--- config.mk ---
export PLATFORM = sky130hd
export DESIGN_NAME = ddr2_init_seq
export DESIGN_NICKNAME = d
export VERILOG_FILES = /design/src/rtl/ddr2_init_pkg.sv /design/src/rtl/ddr2_init_timer.sv /design/src/rtl/ddr2_init_window.sv /design/src/rtl/ddr2_init_seq.sv
export SDC_FILE = /design/constraint.sdc
export NUM_CORES = 1
export LEC_CHECK = 0
export ABC_AREA = 1
export CAP_MARGIN = 40
export CORE_ASPECT_RATIO = 0.5
export CORE_MARGIN = 3
export CORE_UTILIZATION = 54
export DETAILED_ROUTE_END_ITERATION = 6
export PLACE_DENSITY = 0.78
export SKIP_CTS_REPAIR_TIMING = 1
export SLEW_MARGIN = 20
export SYNTH_ARGS = -nofsm -noshare
export SYNTH_HDL_FRONTEND = slang
export SYNTH_SLANG_ARGS = --single-unit
--- constraint.sdc ---
create_clock -name clk -period 2.8 [get_ports clk]
set_input_delay 0.42 -clock clk [delete_from_list [all_inputs] [get_ports clk]]
set_output_delay 0.42 -clock clk [all_outputs]
set_load 0.01 [all_outputs]
--- src/rtl/ddr2_init_pkg.sv ---
`timescale 1ns/1ps
package ddr2_init_pkg;

  typedef enum logic [3:0] {
    ST_STAB, ST_CKE, ST_PREA1, ST_EMR2, ST_EMR3, ST_EMR1, ST_MR_DLL,
    ST_PREA2, ST_REF, ST_MR_OP, ST_OCD_DEF, ST_OCD_EXIT, ST_DONE
  } step_t;

  typedef enum logic [1:0] {K_MODE, K_REF, K_PRE, K_NOP} kind_t;

  typedef struct packed {
    logic cs_n;
    logic ras_n;
    logic cas_n;
    logic we_n;
  } pins_t;

  localparam pins_t PINS_DESEL = '{cs_n: 1'b1, ras_n: 1'b1, cas_n: 1'b1, we_n: 1'b1};
  localparam logic [12:0] PREA_WORD = 13'h0400;   // A10 high selects all banks
  localparam logic [12:0] EMR1_FORCED = 13'h0381; // DLL enable bit and calibration field

  function automatic pins_t kind_pins(kind_t k);
    case (k)
      K_MODE:  return '{cs_n: 1'b0, ras_n: 1'b0, cas_n: 1'b0, we_n: 1'b0};
      K_REF:   return '{cs_n: 1'b0, ras_n: 1'b0, cas_n: 1'b0, we_n: 1'b1};
      K_PRE:   return '{cs_n: 1'b0, ras_n: 1'b0, cas_n: 1'b1, we_n: 1'b0};
      default: return '{cs_n: 1'b0, ras_n: 1'b1, cas_n: 1'b1, we_n: 1'b1};
    endcase
  endfunction

  // Nanoseconds to clock cycles, rounding up, at least one cycle.
  function automatic int unsigned ns_to_cyc(int unsigned ns, int unsigned clk_ps);
    int unsigned c;
    c = (ns * 1000 + clk_ps - 1) / clk_ps;
    return (c == 0) ? 1 : c;
  endfunction

  function automatic int unsigned max_u(int unsigned a, int unsigned b);
    return (a > b) ? a : b;
  endfunction

  function automatic logic [12:0] mr_word(int unsigned bl, int unsigned cl,
                                          int unsigned wr, logic dll_rst);
    logic [12:0] w;
    w       = '0;
    w[2:0]  = (bl == 8) ? 3'd3 : 3'd2;
    w[6:4]  = 3'(cl);
    w[8]    = dll_rst;
    w[11:9] = 3'(wr - 1);
    return w;
  endfunction

  function automatic logic [12:0] emr1_word(logic [12:0] base, logic [2:0] ocd);
    logic [12:0] w;
    w      = base & ~EMR1_FORCED;
    w[9:7] = ocd;
    return w;
  endfunction

endpackage

--- src/rtl/ddr2_init_timer.sv ---
`timescale 1ns/1ps
module ddr2_init_timer #(
  parameter int unsigned W       = 8,
  parameter int unsigned RST_VAL = 1
) (
  input  logic         clk,
  input  logic         rst,
  input  logic         load,
  input  logic [W-1:0] load_val,
  output logic         zero
);
  logic [W-1:0] cnt;

  always_ff @(posedge clk) begin
    if (rst)             cnt <= W'(RST_VAL);
    else if (load)       cnt <= load_val;
    else if (cnt != '0)  cnt <= cnt - W'(1);
  end

  assign zero = (cnt == '0);
endmodule

--- src/rtl/ddr2_init_window.sv ---
`timescale 1ns/1ps
module ddr2_init_window #(
  parameter int unsigned SPAN = 200
) (
  input  logic clk,
  input  logic rst,
  input  logic start,
  output logic open_now
);
  localparam int unsigned W = $clog2(SPAN + 1);
  logic [W-1:0] cnt;
  logic         armed;

  always_ff @(posedge clk) begin
    if (rst) begin
      cnt   <= '0;
      armed <= 1'b0;
    end else if (start) begin
      cnt   <= W'(SPAN - 1);
      armed <= 1'b1;
    end else if (cnt != '0) begin
      cnt <= cnt - W'(1);
    end
  end

  assign open_now = armed && (cnt == '0);
endmodule

--- src/rtl/ddr2_init_seq.sv ---
`timescale 1ns/1ps
module ddr2_init_seq
  import ddr2_init_pkg::*;
#(
  parameter int unsigned CLK_PS      = 2500,
  parameter int unsigned STAB_NS     = 200000,
  parameter int unsigned CKE_WAIT_NS = 400,
  parameter int unsigned TRP_CYC     = 5,
  parameter int unsigned TRFC_CYC    = 51,
  parameter int unsigned TMRD_CYC    = 2,
  parameter int unsigned REFRESH_CNT = 2,
  parameter int unsigned OCD_GAP_CYC = 200,
  parameter int unsigned BURST_LEN   = 8,
  parameter int unsigned CAS_LAT     = 5,
  parameter int unsigned WR_REC      = 6,
  parameter logic [12:0] EMR1_BASE   = 13'h0004,
  parameter logic [12:0] EMR2_WORD   = 13'h0000,
  parameter logic [12:0] EMR3_WORD   = 13'h0000
) (
  input  logic        clk,
  input  logic        rst,
  output logic        cke,
  output logic        odt,
  output logic        cs_n,
  output logic        ras_n,
  output logic        cas_n,
  output logic        we_n,
  output logic [2:0]  ba,
  output logic [15:0] addr,
  output logic        init_done
);
  localparam int unsigned STAB_CYC = ns_to_cyc(STAB_NS, CLK_PS);
  localparam int unsigned CKE_CYC  = ns_to_cyc(CKE_WAIT_NS, CLK_PS);
  localparam int unsigned MAX_CYC  = max_u(max_u(STAB_CYC, CKE_CYC),
                                           max_u(max_u(TRP_CYC, TRFC_CYC), TMRD_CYC));
  localparam int unsigned TW = $clog2(MAX_CYC + 1);
  localparam int unsigned RW = $clog2(REFRESH_CNT + 1);

  step_t       state, nxt;
  kind_t       kind;
  logic [2:0]  bank;
  logic [12:0] word;
  logic [TW-1:0] gap;
  logic        is_cmd, is_wait;
  logic [RW-1:0] refs_left;

  // Named internal events, observed by the checker.
  logic        wait_zero;
  logic        ocd_window_open;
  logic        cmd_fire;
  logic        dll_reset_fire;
  logic        advance;

  always_comb begin
    kind    = K_NOP;
    bank    = '0;
    word    = '0;
    gap     = TW'(TMRD_CYC);
    nxt     = state;
    is_cmd  = 1'b0;
    is_wait = 1'b0;
    case (state)
      ST_STAB:     begin is_wait = 1'b1; gap = TW'(CKE_CYC); nxt = ST_CKE; end
      ST_CKE:      begin is_wait = 1'b1; gap = TW'(1); nxt = ST_PREA1; end
      ST_PREA1:    begin is_cmd = 1'b1; kind = K_PRE; word = PREA_WORD;
                         gap = TW'(TRP_CYC); nxt = ST_EMR2; end
      ST_EMR2:     begin is_cmd = 1'b1; kind = K_MODE; bank = 3'd2;
                         word = EMR2_WORD; nxt = ST_EMR3; end
      ST_EMR3:     begin is_cmd = 1'b1; kind = K_MODE; bank = 3'd3;
                         word = EMR3_WORD; nxt = ST_EMR1; end
      ST_EMR1:     begin is_cmd = 1'b1; kind = K_MODE; bank = 3'd1;
                         word = emr1_word(EMR1_BASE, 3'b000); nxt = ST_MR_DLL; end
      ST_MR_DLL:   begin is_cmd = 1'b1; kind = K_MODE;
                         word = mr_word(BURST_LEN, CAS_LAT, WR_REC, 1'b1); nxt = ST_PREA2; end
      ST_PREA2:    begin is_cmd = 1'b1; kind = K_PRE; word = PREA_WORD;
                         gap = TW'(TRP_CYC); nxt = ST_REF; end
      ST_REF:      begin is_cmd = 1'b1; kind = K_REF; gap = TW'(TRFC_CYC);
                         nxt = (refs_left == RW'(1)) ? ST_MR_OP : ST_REF; end
      ST_MR_OP:    begin is_cmd = 1'b1; kind = K_MODE;
                         word = mr_word(BURST_LEN, CAS_LAT, WR_REC, 1'b0); nxt = ST_OCD_DEF; end
      ST_OCD_DEF:  begin is_cmd = 1'b1; kind = K_MODE; bank = 3'd1;
                         word = emr1_word(EMR1_BASE, 3'b111); nxt = ST_OCD_EXIT; end
      ST_OCD_EXIT: begin is_cmd = 1'b1; kind = K_MODE; bank = 3'd1;
                         word = emr1_word(EMR1_BASE, 3'b000); nxt = ST_DONE; end
      default:     ;
    endcase
  end

  assign cmd_fire       = is_cmd && wait_zero && ((state != ST_OCD_DEF) || ocd_window_open);
  assign advance        = cmd_fire || (is_wait && wait_zero);
  assign dll_reset_fire = cmd_fire && (state == ST_MR_DLL);

  always_ff @(posedge clk) begin
    if (rst) begin
      state     <= ST_STAB;
      refs_left <= RW'(REFRESH_CNT);
    end else begin
      if (advance) state <= nxt;
      if (cmd_fire && state == ST_REF) refs_left <= refs_left - RW'(1);
    end
  end

  ddr2_init_timer #(.W(TW), .RST_VAL(STAB_CYC - 1)) u_gap (
    .clk(clk), .rst(rst), .load(advance), .load_val(gap - TW'(1)), .zero(wait_zero)
  );

  ddr2_init_window #(.SPAN(OCD_GAP_CYC)) u_ocd (
    .clk(clk), .rst(rst), .start(dll_reset_fire), .open_now(ocd_window_open)
  );

  pins_t pins;
  always_comb begin
    if (rst || state == ST_STAB) pins = PINS_DESEL;
    else if (cmd_fire)           pins = kind_pins(kind);
    else                         pins = kind_pins(K_NOP);
  end

  assign cs_n      = pins.cs_n;
  assign ras_n     = pins.ras_n;
  assign cas_n     = pins.cas_n;
  assign we_n      = pins.we_n;
  assign cke       = !rst && (state != ST_STAB);
  assign odt       = 1'b0;
  assign ba        = (cmd_fire && !rst) ? bank : 3'd0;
  assign addr      = (cmd_fire && !rst) ? {3'b000, word} : 16'd0;
  assign init_done = !rst && (state == ST_DONE) && wait_zero;
endmodule

* Yosys cells after proc, flatten, opt, wreduce, memory -nomap -nowiden
Index checks and enable logic that the tools add are counted.
Word-level totals: register bits after elaboration 32, input bits 2, output and inout port bits 26, word-level logic and storage cells 75
Cells by class: add/sub/neg operators 4, equality and inequality tests 16, multiplexer cells 17, reductions and logical operators 32
Operators by type and width (number):
- $pmux W12 S5 | 1
- $pmux W4 S12 | 1
- $mux W17 | 2
- $sub A17 B1 Y17 const B | 2
- $pmux W8 S4 | 1
- $eq A4 B4 Y1 const B | 5
- $logic_not A17 Y1 | 1
- $reduce_bool A17 Y1 | 1
- $eq A4 B3 Y1 const B | 4
- $mux W8 | 2
- $mux W13 | 1
- $pmux W2 S3 | 2
- $reduce_bool A12 Y1 | 1
- $logic_and A1 B1 Y1 | 10
- $reduce_or A10 Y1 | 1
- $pmux W3 S3 | 1
- $eq A4 B2 Y1 const B | 2
- $logic_not A8 Y1 | 1
- $mux W4 | 2
- $reduce_bool A8 Y1 | 1
- $reduce_or A2 Y1 | 4
- $sub A8 B1 Y8 const B | 1
- $reduce_or A7 Y1 | 1
- $eq A2 B1 Y1 const B | 2
- 14 further kinds | 19

* Logic depth before layout (Yosys ltp)
Gate-level depths: netlist (run 1).
word-level depth 7, depth in mapped cells 23, depth with buffers taken out 21

* Modules after synthesis
A second synthesis (run 1) with hierarchy kept.
Second synthesis, totals: cell total of the unflattened synthesis 373, area total of the unflattened synthesis 2538.7 um^2
By module, submodules not included:
- ddr2_init_timer | instances 1, cells each 163, area an instance 1093.5 um^2, sequential area each 340.3 um^2
- ddr2_init_seq | instances 1, cells each 145, area an instance 950.9 um^2, sequential area each 120.1 um^2
- ddr2_init_window | instances 1, cells each 65, area an instance 494.2 um^2, sequential area each 180.2 um^2

* Least setup slack after synthesis (run 1)
OpenSTA, ideal clock, no wires.
path type register -> register, start reg state[3], end reg u_gap.cnt[12], library setup time 124 ps, arrival time 2380 ps, required time 2676 ps, path slack 296 ps, stages on the path, launching flop included 22, path buffers 2, period minus slack after synthesis 2504 ps, cell sequence dfxtp_1 -> inv_1 -> ha_1 -> nor2_1 -> o21ai_2 -> nand3_4 -> nand2_4 -> buf_8 -> nand2_1 -> nand2_2 -> inv_2 -> ha_1 -> inv_1 -> nor2_1 -> nand3_4 -> nor2_4 -> buf_6 -> nand3_1 -> nand2_1 -> nand2_1 -> nand2_1 -> nand2_1
Between the ends: longest elaborated chain between the ends 7, elaborated cells on any way between the ends 27, those cells by class 1 x add/sub; 12 x eq/ne; 4 x mux; 10 x reduce/logical
RTL lines:
- start: declaration | RTL line ddr2_init_seq.sv:39 | step_t state, nxt;
- start signal: assignment | RTL line ddr2_init_seq.sv:98 | if (advance) state <= nxt;
- parallel branches: the longest is 7 deep, another holds $sub A17 B1 Y17
- end signal: assignment | RTL line ddr2_init_timer.sv:15 | if (rst) cnt <= W'(RST_VAL);
- end signal: assignment | RTL line ddr2_init_timer.sv:16 | else if (load) cnt <= load_val;
- end signal: assignment | RTL line ddr2_init_timer.sv:17 | else if (cnt != '0) cnt <= cnt - W'(1);
- end: declaration | RTL line ddr2_init_timer.sv:12 | logic [W-1:0] cnt;
Parallel ways; which one is timed is not known. A chain may end at the register's enable or synchronous reset.

* Worst setup path after layout (run 1)
start reg state[3], end out ras_n
Between the ends: longest elaborated chain between the ends 7, elaborated cells on any way between the ends 27, those cells by class 13 x eq/ne; 5 x mux; 9 x reduce/logical
RTL lines:
- $eq A4 B3 Y1 (tied with other cells) | RTL line ddr2_init_seq.sv:62 | case (state)
- $reduce_or A7 Y1 (no line) (tied with other cells)
- $pmux W2 S3 or $mux W1 (tied branches) | RTL line ddr2_init_seq.sv:62
- $eq A2 B2 Y1 (tied with other cells) | RTL line ddr2_init_pkg.sv:23 | case (k)
- $pmux W3 S3 or $logic_and A1 B1 Y1 (tied branches) | RTL line ddr2_init_pkg.sv:23, ddr2_init_seq.sv:89
- $mux W4 | RTL line ddr2_init_seq.sv:114 | else if (cmd_fire) pins = kind_pins(kind);
- $mux W4 (*) | RTL line ddr2_init_seq.sv:113 | if (rst || state == ST_STAB) pins = PINS_DESEL;
- end: declaration | RTL line ddr2_init_seq.sv:25 | output logic ras_n,
Mark *: on every way between the ends. The rest lies on a longest branch, timed or not.

==> results by group, run 1 <==
Floorplanning
  • Horizontal die dimension: 97.9 um
  • Area of the die: 5090 um^2
  • CORE AREA: 3980 um^2
  • Height of the die: 52.0 um
  • IO Pins: 28
  • Row count: 16
  • Starting density of the core: 0.573

Synth
  • Synth Area per Inst: 6.62 um^2
  • Share of the synthesized area in compound gates (AO/OA/AOI/OAI): 0.106
  • Area share of and/or/nand/nor cells after synthesis: 0.382
  • Seq cells post-synth: 32
  • Yosys top cell area share: 0.281
  • Post-synthesis instance area: 2280 um^2
  • Main area contributors after synthesis: sky130_fd_sc_hd__dfxtp_1, sky130_fd_sc_hd__nand2_1, sky130_fd_sc_hd__inv_1
  • Cell type with the highest aggregate area in the netlist: sky130_fd_sc_hd__dfxtp_1
  • Multiplexer fraction of the synthesized cell area: 0
  • Sequential cell area fraction in the yosys report: 0.281
  • Main combinational cell family by area after synthesis: simple AND/OR/NAND/NOR gates
  • Xor and xnor area share after synthesis: 0.0269
  • Post-synthesis instance total: 345
  • Distinct cells, synth: 37
  • Number of synthesis warnings: 0
  • Synth Area in Adders: 0.0493

Clocking
  • Clock insertion delay at the later pin of the skew report: 0.28 ns
  • Num CTS Buffers: 5
  • Buffer cell driving the clock tree root: sky130_fd_sc_hd__clkbuf_8
  • Clock Pin Slew Worst Setup and Hold Paths: 0.06 ns
  • Sinks on Clock Net: 32
  • Number of buffers on the longest clock path: 2
  • Deepest level of the CTS H-tree: 2
  • Clock tree from TritonCTS: done

Global route
  • Total GRT Usage: 0.209
  • Vias in the first global route: 1,981
  • First-pass GRT wire length: 8620 um
  • Total global routing overflow: 0
  • Number of antenna violations at the first check in global routing: 0
  • Maximum number of pins on one net before global-route repair: 17

Detailed routing
  • Starting DRT DRC Count: 146
  • WL per Instance: 12.8 um
  • Top layer used by detailed routing: met4
  • Total wire length after detailed routing: 5410 um
  • Remaining antenna violation count: 0
  • Routed length on met2: 2510 um
  • Remaining DRCs: 0
  • Vias after detailed routing: 2,223
  • Mean number of vias per cell: 5.26
  • Routed met3 length: 375 um
  • First-pass DRT Iterations: 4
  • Routed metal-1 wire length: 2480 um

Place
  • DP Cell Count: 411
  • Post-place instance area: 2460 um^2
  • Buffers added on ports: 19
  • Routability-driven placement congestion ratio: 0.882
  • DP Wirelength: 3930 um

Layout
  • P&R area growth vs syn: 16.7%
  • Most common cell after layout, fill and taps aside: sky130_fd_sc_hd__nand2_1
  • Highest-count cells in the layout ignoring fill and taps: sky130_fd_sc_hd__nand2_1, sky130_fd_sc_hd__inv_1, sky130_fd_sc_hd__nand3_1, sky130_fd_sc_hd__nor2_1, sky130_fd_sc_hd__dfxtp_1
  • Antenna diode count: 0
  • Fin cells: 423
  • Fraction of layout cells with a size suffix above 1: 0.184
  • Fin area: 2660 um^2
  • NumNets Final: 380

Worst setup path
  • CP arrival: 2.23 ns
  • Worst Setup Start Kind: flop
  • Largest fanout of any net on the critical path: 6
  • Required @ worst endpoint: 2.38 ns
  • Crit path kind: flop to output pin
  • Endpoint type of the worst setup path: output pin

Worst hold path
  • Min-Delay Path Class: flop to flop

Power
  • Static leakage power: 1.35 nW
  • Power density over cell area: 429 nW/um^2
  • Total power draw: 1.14 mW
  • Worst IR Drop VDD: 0.231 mV

Timing
  • Number of hold violations in the final report: 0
  • Maximum clock frequency: 377 MHz
  • Slew Limit Fails: 0
  • Setup Total Neg Slack: 0 ns
  • Final setup skew: 0.00482 ns
  • Final period util: 0.948
  • Final-report setup violation count: 0
  • Tightest hold margin: 0.450 ns
  • Final critical path time including I/O delays and setup: 2.65 ns

Flow run
  • Max-cap viol count: 0

Run status
  • Run status: finished clean
## kinds of logic (layout without fill, tap and decap cells)
group                      Yosys count  in the layout
xor gates and xnor gates             7              7
other                                1              8
and+or+nand+nor                    178            179
buffers and inverters               76             92
adders and majority gates            9              9
AOI/OAI and AO/OA                   42             42
DFF                                 32             32
## sequential cells by signal, indices dropped and copies added (netlist names)
| register | count |
|---|---|
| refs_left | 2 |
| state | 4 |
| u_gap.cnt | 17 |
| u_ocd.armed | 1 |
| u_ocd.cnt | 8 |
## cell usage after synthesis
cell                        n
sky130_fd_sc_hd__inv_1     50
sky130_fd_sc_hd__and2_1     1
sky130_fd_sc_hd__buf_4     12
sky130_fd_sc_hd__nand2_4    2
sky130_fd_sc_hd__a21oi_1   17
sky130_fd_sc_hd__o21ai_2    1
sky130_fd_sc_hd__nand3_1   35
sky130_fd_sc_hd__a311oi_1   1
sky130_fd_sc_hd__nand3b_1   1
sky130_fd_sc_hd__a211oi_1   4
sky130_fd_sc_hd__ha_1       9
sky130_fd_sc_hd__clkinv_1   1
sky130_fd_sc_hd__dfxtp_1   32
sky130_fd_sc_hd__buf_8      1
sky130_fd_sc_hd__o31ai_1    1
sky130_fd_sc_hd__nand4_1    9
sky130_fd_sc_hd__buf_6      1
sky130_fd_sc_hd__nor2_4     4
sky130_fd_sc_hd__nand2_1   61
sky130_fd_sc_hd__nand2_2   11
sky130_fd_sc_hd__a31oi_1    3
sky130_fd_sc_hd__o21bai_1   1
sky130_fd_sc_hd__inv_2      8
sky130_fd_sc_hd__nor2_1    41
sky130_fd_sc_hd__nand3_4    2
sky130_fd_sc_hd__clkbuf_1   2
sky130_fd_sc_hd__o21ai_1    2
sky130_fd_sc_hd__o211ai_1   2
sky130_fd_sc_hd__nand3_2    2
sky130_fd_sc_hd__nor2_2     5
sky130_fd_sc_hd__conb_1     1
sky130_fd_sc_hd__nor3_1     4
sky130_fd_sc_hd__buf_2      1
sky130_fd_sc_hd__o21ai_0    9
sky130_fd_sc_hd__xnor2_1    1
sky130_fd_sc_hd__o22ai_1    1
sky130_fd_sc_hd__xor2_1     6
## worst max-delay path, cell delays in order (launching register included)
cell and delay (ns):
sky130_fd_sc_hd__dfxtp_2 0.35, sky130_fd_sc_hd__inv_1 0.12, sky130_fd_sc_hd__ha_2 0.29, sky130_fd_sc_hd__nand2_1 0.10, sky130_fd_sc_hd__nand2_1 0.18, sky130_fd_sc_hd__inv_1 0.12, sky130_fd_sc_hd__nand4_1 0.11, sky130_fd_sc_hd__and2_1 0.13
sky130_fd_sc_hd__clkdlybuf4s50_1 0.53
## path summary, 6_finish.rpt
kind                                  from                         to  slack [ns]  depth (start not counted)
setup / recovery     state[3]$_SDFFE_PP0P_                      ras_n        0.15                          8
hold / removal    u_ocd.armed$_SDFFE_PP0P_   u_ocd.armed$_SDFFE_PP0P_        0.45                          2
setup reg to reg     state[2]$_SDFFE_PP0P_  u_gap.cnt[8]$_SDFFE_PP0P_        0.23                         17
hold reg to reg   u_ocd.armed$_SDFFE_PP0P_   u_ocd.armed$_SDFFE_PP0P_        0.45                          2
## power by group
group	internal, mW	switching (mW)
clock network	0.169	0.164
registers	0.498	0.0217
logic	0.109	0.181
total	0.776	0.367
## stage by stage
step	utilization	setup WS (ns)
after floorplan	-	0.296
after global placement	0.617	0.157
after detailed placement	0.617	0.0334
after CTS	0.637	-0.282
after global routing	0.669	-0.00132
final	0.669	0.146
## metal layers
| metal | up-vias | GRT usage |
|---|---|---|
| met5 | - | 0 |
| met4 | 0 | 0.0644 |
| met3 | 6 | 0.0535 |
| met2 | 77 | 0.358 |
| met1 | 1014 | 0.262 |
| li1 | 1126 | - |
## cell type report
class	count	area, um^2
Tap cell	54	67.6
Sequential cell	32	643
Fill cell	342	1320
Clock buffer	6	72.6
Multi-Input combinational cell	245	1390
Timing Repair Buffer	26	265
Inverter	59	221
Clock inverter	1	5.00
Note: power is estimated with default switching activity, not from simulation.
==> inputs of run 2 (changes only) <==
Settings changed: CTS_CLUSTER_DIAMETER from default to 50.
==> results of run 2 <==
Same layout as run 1: the final DEF is identical, and so are final timing and power.
==> inputs of run 3 (changes only) <==
Settings changed: CTS_CLUSTER_DIAMETER 50 to default, TNS_END_PERCENT from default to 50.
==> run 3 against run 2 <==
Compared with the run above: via count decreased by 0.58%; sequential power about the same; cell count shrank 0.24%; non-clock buffer count is 1 lower; global-route usage did not move; largest cell class unchanged; maximum frequency fell by 3.3%; largest power group unchanged; total power down 0.17%.
==> results by group, run 3 (synthesis results as in run 1) <==
Clocking
  • Sinks on Clock Net: 32
  • Number of buffers on the longest clock path: 2
  • Buffer cell driving the clock tree root: sky130_fd_sc_hd__clkbuf_8
  • Deepest level of the CTS H-tree: 2
  • Num CTS Buffers: 5
  • Clock insertion delay at the later pin of the skew report: 0.28 ns
  • Clock tree from TritonCTS: done
  • Clock Pin Slew Worst Setup and Hold Paths: 0.06 ns

Layout
  • Antenna diode count: 0
  • Fin cells: 422
  • Highest-count cells in the layout ignoring fill and taps: sky130_fd_sc_hd__nand2_1, sky130_fd_sc_hd__inv_1, sky130_fd_sc_hd__nor2_1, sky130_fd_sc_hd__nand3_1, sky130_fd_sc_hd__dfxtp_1
  • Max reg flops: 17
  • Fraction of layout cells with a size suffix above 1: 0.160
  • Final Core Density: 0.658
  • P&R area growth vs syn: 14.9%
  • Number of fill cells in the layout: 354
  • Biggest registers after layout: u_gap.cnt x17, u_ocd.cnt x8, state x4
  • Fin area: 2620 um^2
  • NumNets Final: 379
  • Largest Register: u_gap.cnt
  • Most common cell after layout, fill and taps aside: sky130_fd_sc_hd__nand2_1

Power
  • Total power draw: 1.14 mW
  • Worst IR Drop VDD: 0.231 mV
  • Static leakage power: 1.34 nW
  • Power density over cell area: 435 nW/um^2

Timing
  • Final setup margin: 0.0540 ns
  • Setup Total Neg Slack: 0 ns
  • Tightest hold margin: 0.450 ns
  • Final setup skew: 0.00419 ns
  • Final-report setup violation count: 0
  • Number of hold violations in the final report: 0
  • Final period util: 0.981
  • Setup repair after global routing missed its margin: yes
  • Slew Limit Fails: 0
  • Final critical path time including I/O delays and setup: 2.75 ns
  • Maximum clock frequency: 364 MHz

Worst setup path
  • Total number of cells along the worst setup path: 8
  • FF-to-FF setup slack: 0.26 ns
  • Most used cell, CP: sky130_fd_sc_hd__inv_1
  • Startpoint of the most critical register-to-register path: state[2]$_SDFFE_PP0P_
  • CP top delay family: buffers and inverters
  • Worst reg2reg path depth: 19
  • Buffering stage count on the worst path with inverters included: 4
  • Critical-path cell with the highest stage delay: sky130_fd_sc_hd__clkdlybuf4s50_1
  • Delay of the slowest cell on the worst path: 0.53 ns
  • Required @ worst endpoint: 2.38 ns
  • Endpoint type of the worst setup path: output pin
  • Largest fanout of any net on the critical path: 7
  • Crit path kind: flop to output pin
  • Timing endpoint of the critical path: ras_n
  • Reg-to-reg endpoint: u_gap.cnt[16]$_SDFFE_PP1P_
  • CP arrival: 2.33 ns
  • Start point of the critical path: state[2]$_SDFFE_PP0P_
  • Cell chain of the critical path: inv_1 -> ha_1 -> inv_2 -> nor2_1 -> inv_1 -> nand4_1 -> and2_1 -> clkdlybuf4s50_1
  • Worst Setup Start Kind: flop

Detailed routing
  • Vias after detailed routing: 2,210
  • First-pass DRT Iterations: 5
  • WL per Instance: 12.5 um
  • Remaining DRCs: 0
  • Mean number of vias per cell: 5.24
  • Total wire length after detailed routing: 5290 um
  • Starting DRT DRC Count: 135
  • Remaining antenna violation count: 0

Floorplanning
  • CORE AREA: 3980 um^2
  • IO Pins: 28
  • Height of the die: 52.0 um
  • Area of the die: 5090 um^2
  • Horizontal die dimension: 97.9 um
  • Row count: 16
  • Starting density of the core: 0.573

Place
  • Routability-driven placement congestion ratio: 0.882
  • Buffers added on ports: 19
  • DP Cell Count: 411
  • Setup slack after placement: 0.0334 ns
  • DP Wirelength: 3930 um
  • Post-place instance area: 2460 um^2

Global route
  • Total GRT Usage: 0.209
  • First-pass GRT wire length: 8620 um
  • Number of antenna violations at the first check in global routing: 0
  • Total global routing overflow: 0
  • Vias in the first global route: 1,981
  • Maximum number of pins on one net before global-route repair: 17

Run status
  • Run status: finished clean

Worst hold path
  • Hold path startpoint: u_ocd.armed$_SDFFE_PP0P_
  • Min-Delay Path Class: flop to flop

Flow run
  • Max-cap viol count: 0
-- run 3: where the power goes --
part	total, mW	switching, mW	internal (mW)
Clock	0.334	0.165	0.169
Combinational	0.289	0.180	0.108
Sequential	0.519	0.0206	0.498
Total	1.14	0.366	0.775
-- run 3: cell type report --
class | instances | area, um^2 | area share
multi-input combinational | 245 | 1360 | 0.517
timing repair buffer | 25 | 258 | 0.0983
sequential | 32 | 642 | 0.245
clock buffer | 6 | 72.6 | 0.0277
clock inverter | 1 | 5.00 | 0.00191
inverter | 59 | 221 | 0.0844
tap | 54 | 67.6 | 0.0258
-- run 3: per-layer routing --
metal	part of all wire	routed length (um)	up-vias	GRT usage
met4	0.0081	43	0	0.0644
li1	-	-	1126	-
met5	0	0	-	0
met2	0.46	2420	87	0.358
met3	0.075	397	4	0.0535
met1	0.46	2430	993	0.262
-- run 3: worst reg2reg max path: stages, from the launching register on --
cell                      delay, ns
sky130_fd_sc_hd__dfxtp_2       0.34
sky130_fd_sc_hd__inv_1         0.09
sky130_fd_sc_hd__ha_1          0.24
sky130_fd_sc_hd__inv_2         0.10
sky130_fd_sc_hd__nor2_1        0.34
sky130_fd_sc_hd__inv_1         0.14
sky130_fd_sc_hd__o21ai_0       0.10
sky130_fd_sc_hd__inv_1         0.05
sky130_fd_sc_hd__nand2_1       0.07
sky130_fd_sc_hd__nand2_2       0.08
sky130_fd_sc_hd__ha_1          0.22
sky130_fd_sc_hd__inv_1         0.08
sky130_fd_sc_hd__nor2_2        0.05
sky130_fd_sc_hd__nand3_4       0.11
sky130_fd_sc_hd__nor2_4        0.05
sky130_fd_sc_hd__buf_4         0.13
sky130_fd_sc_hd__nand3_1       0.06
sky130_fd_sc_hd__nand2_1       0.06
sky130_fd_sc_hd__nand3_1       0.06
sky130_fd_sc_hd__nand2_1       0.05
-- run 3: worst min path at each step --
stage | to | depth (start not counted)
floorplan | refs_left[1]$_SDFFE_PP1P_ | 2
global placement | u_ocd.armed$_SDFFE_PP0P_ | 2
detailed placement | u_ocd.armed$_SDFFE_PP0P_ | 2
CTS | u_ocd.armed$_SDFFE_PP0P_ | 2
global route | u_ocd.armed$_SDFFE_PP0P_ | 2
finish | u_ocd.armed$_SDFFE_PP0P_ | 2
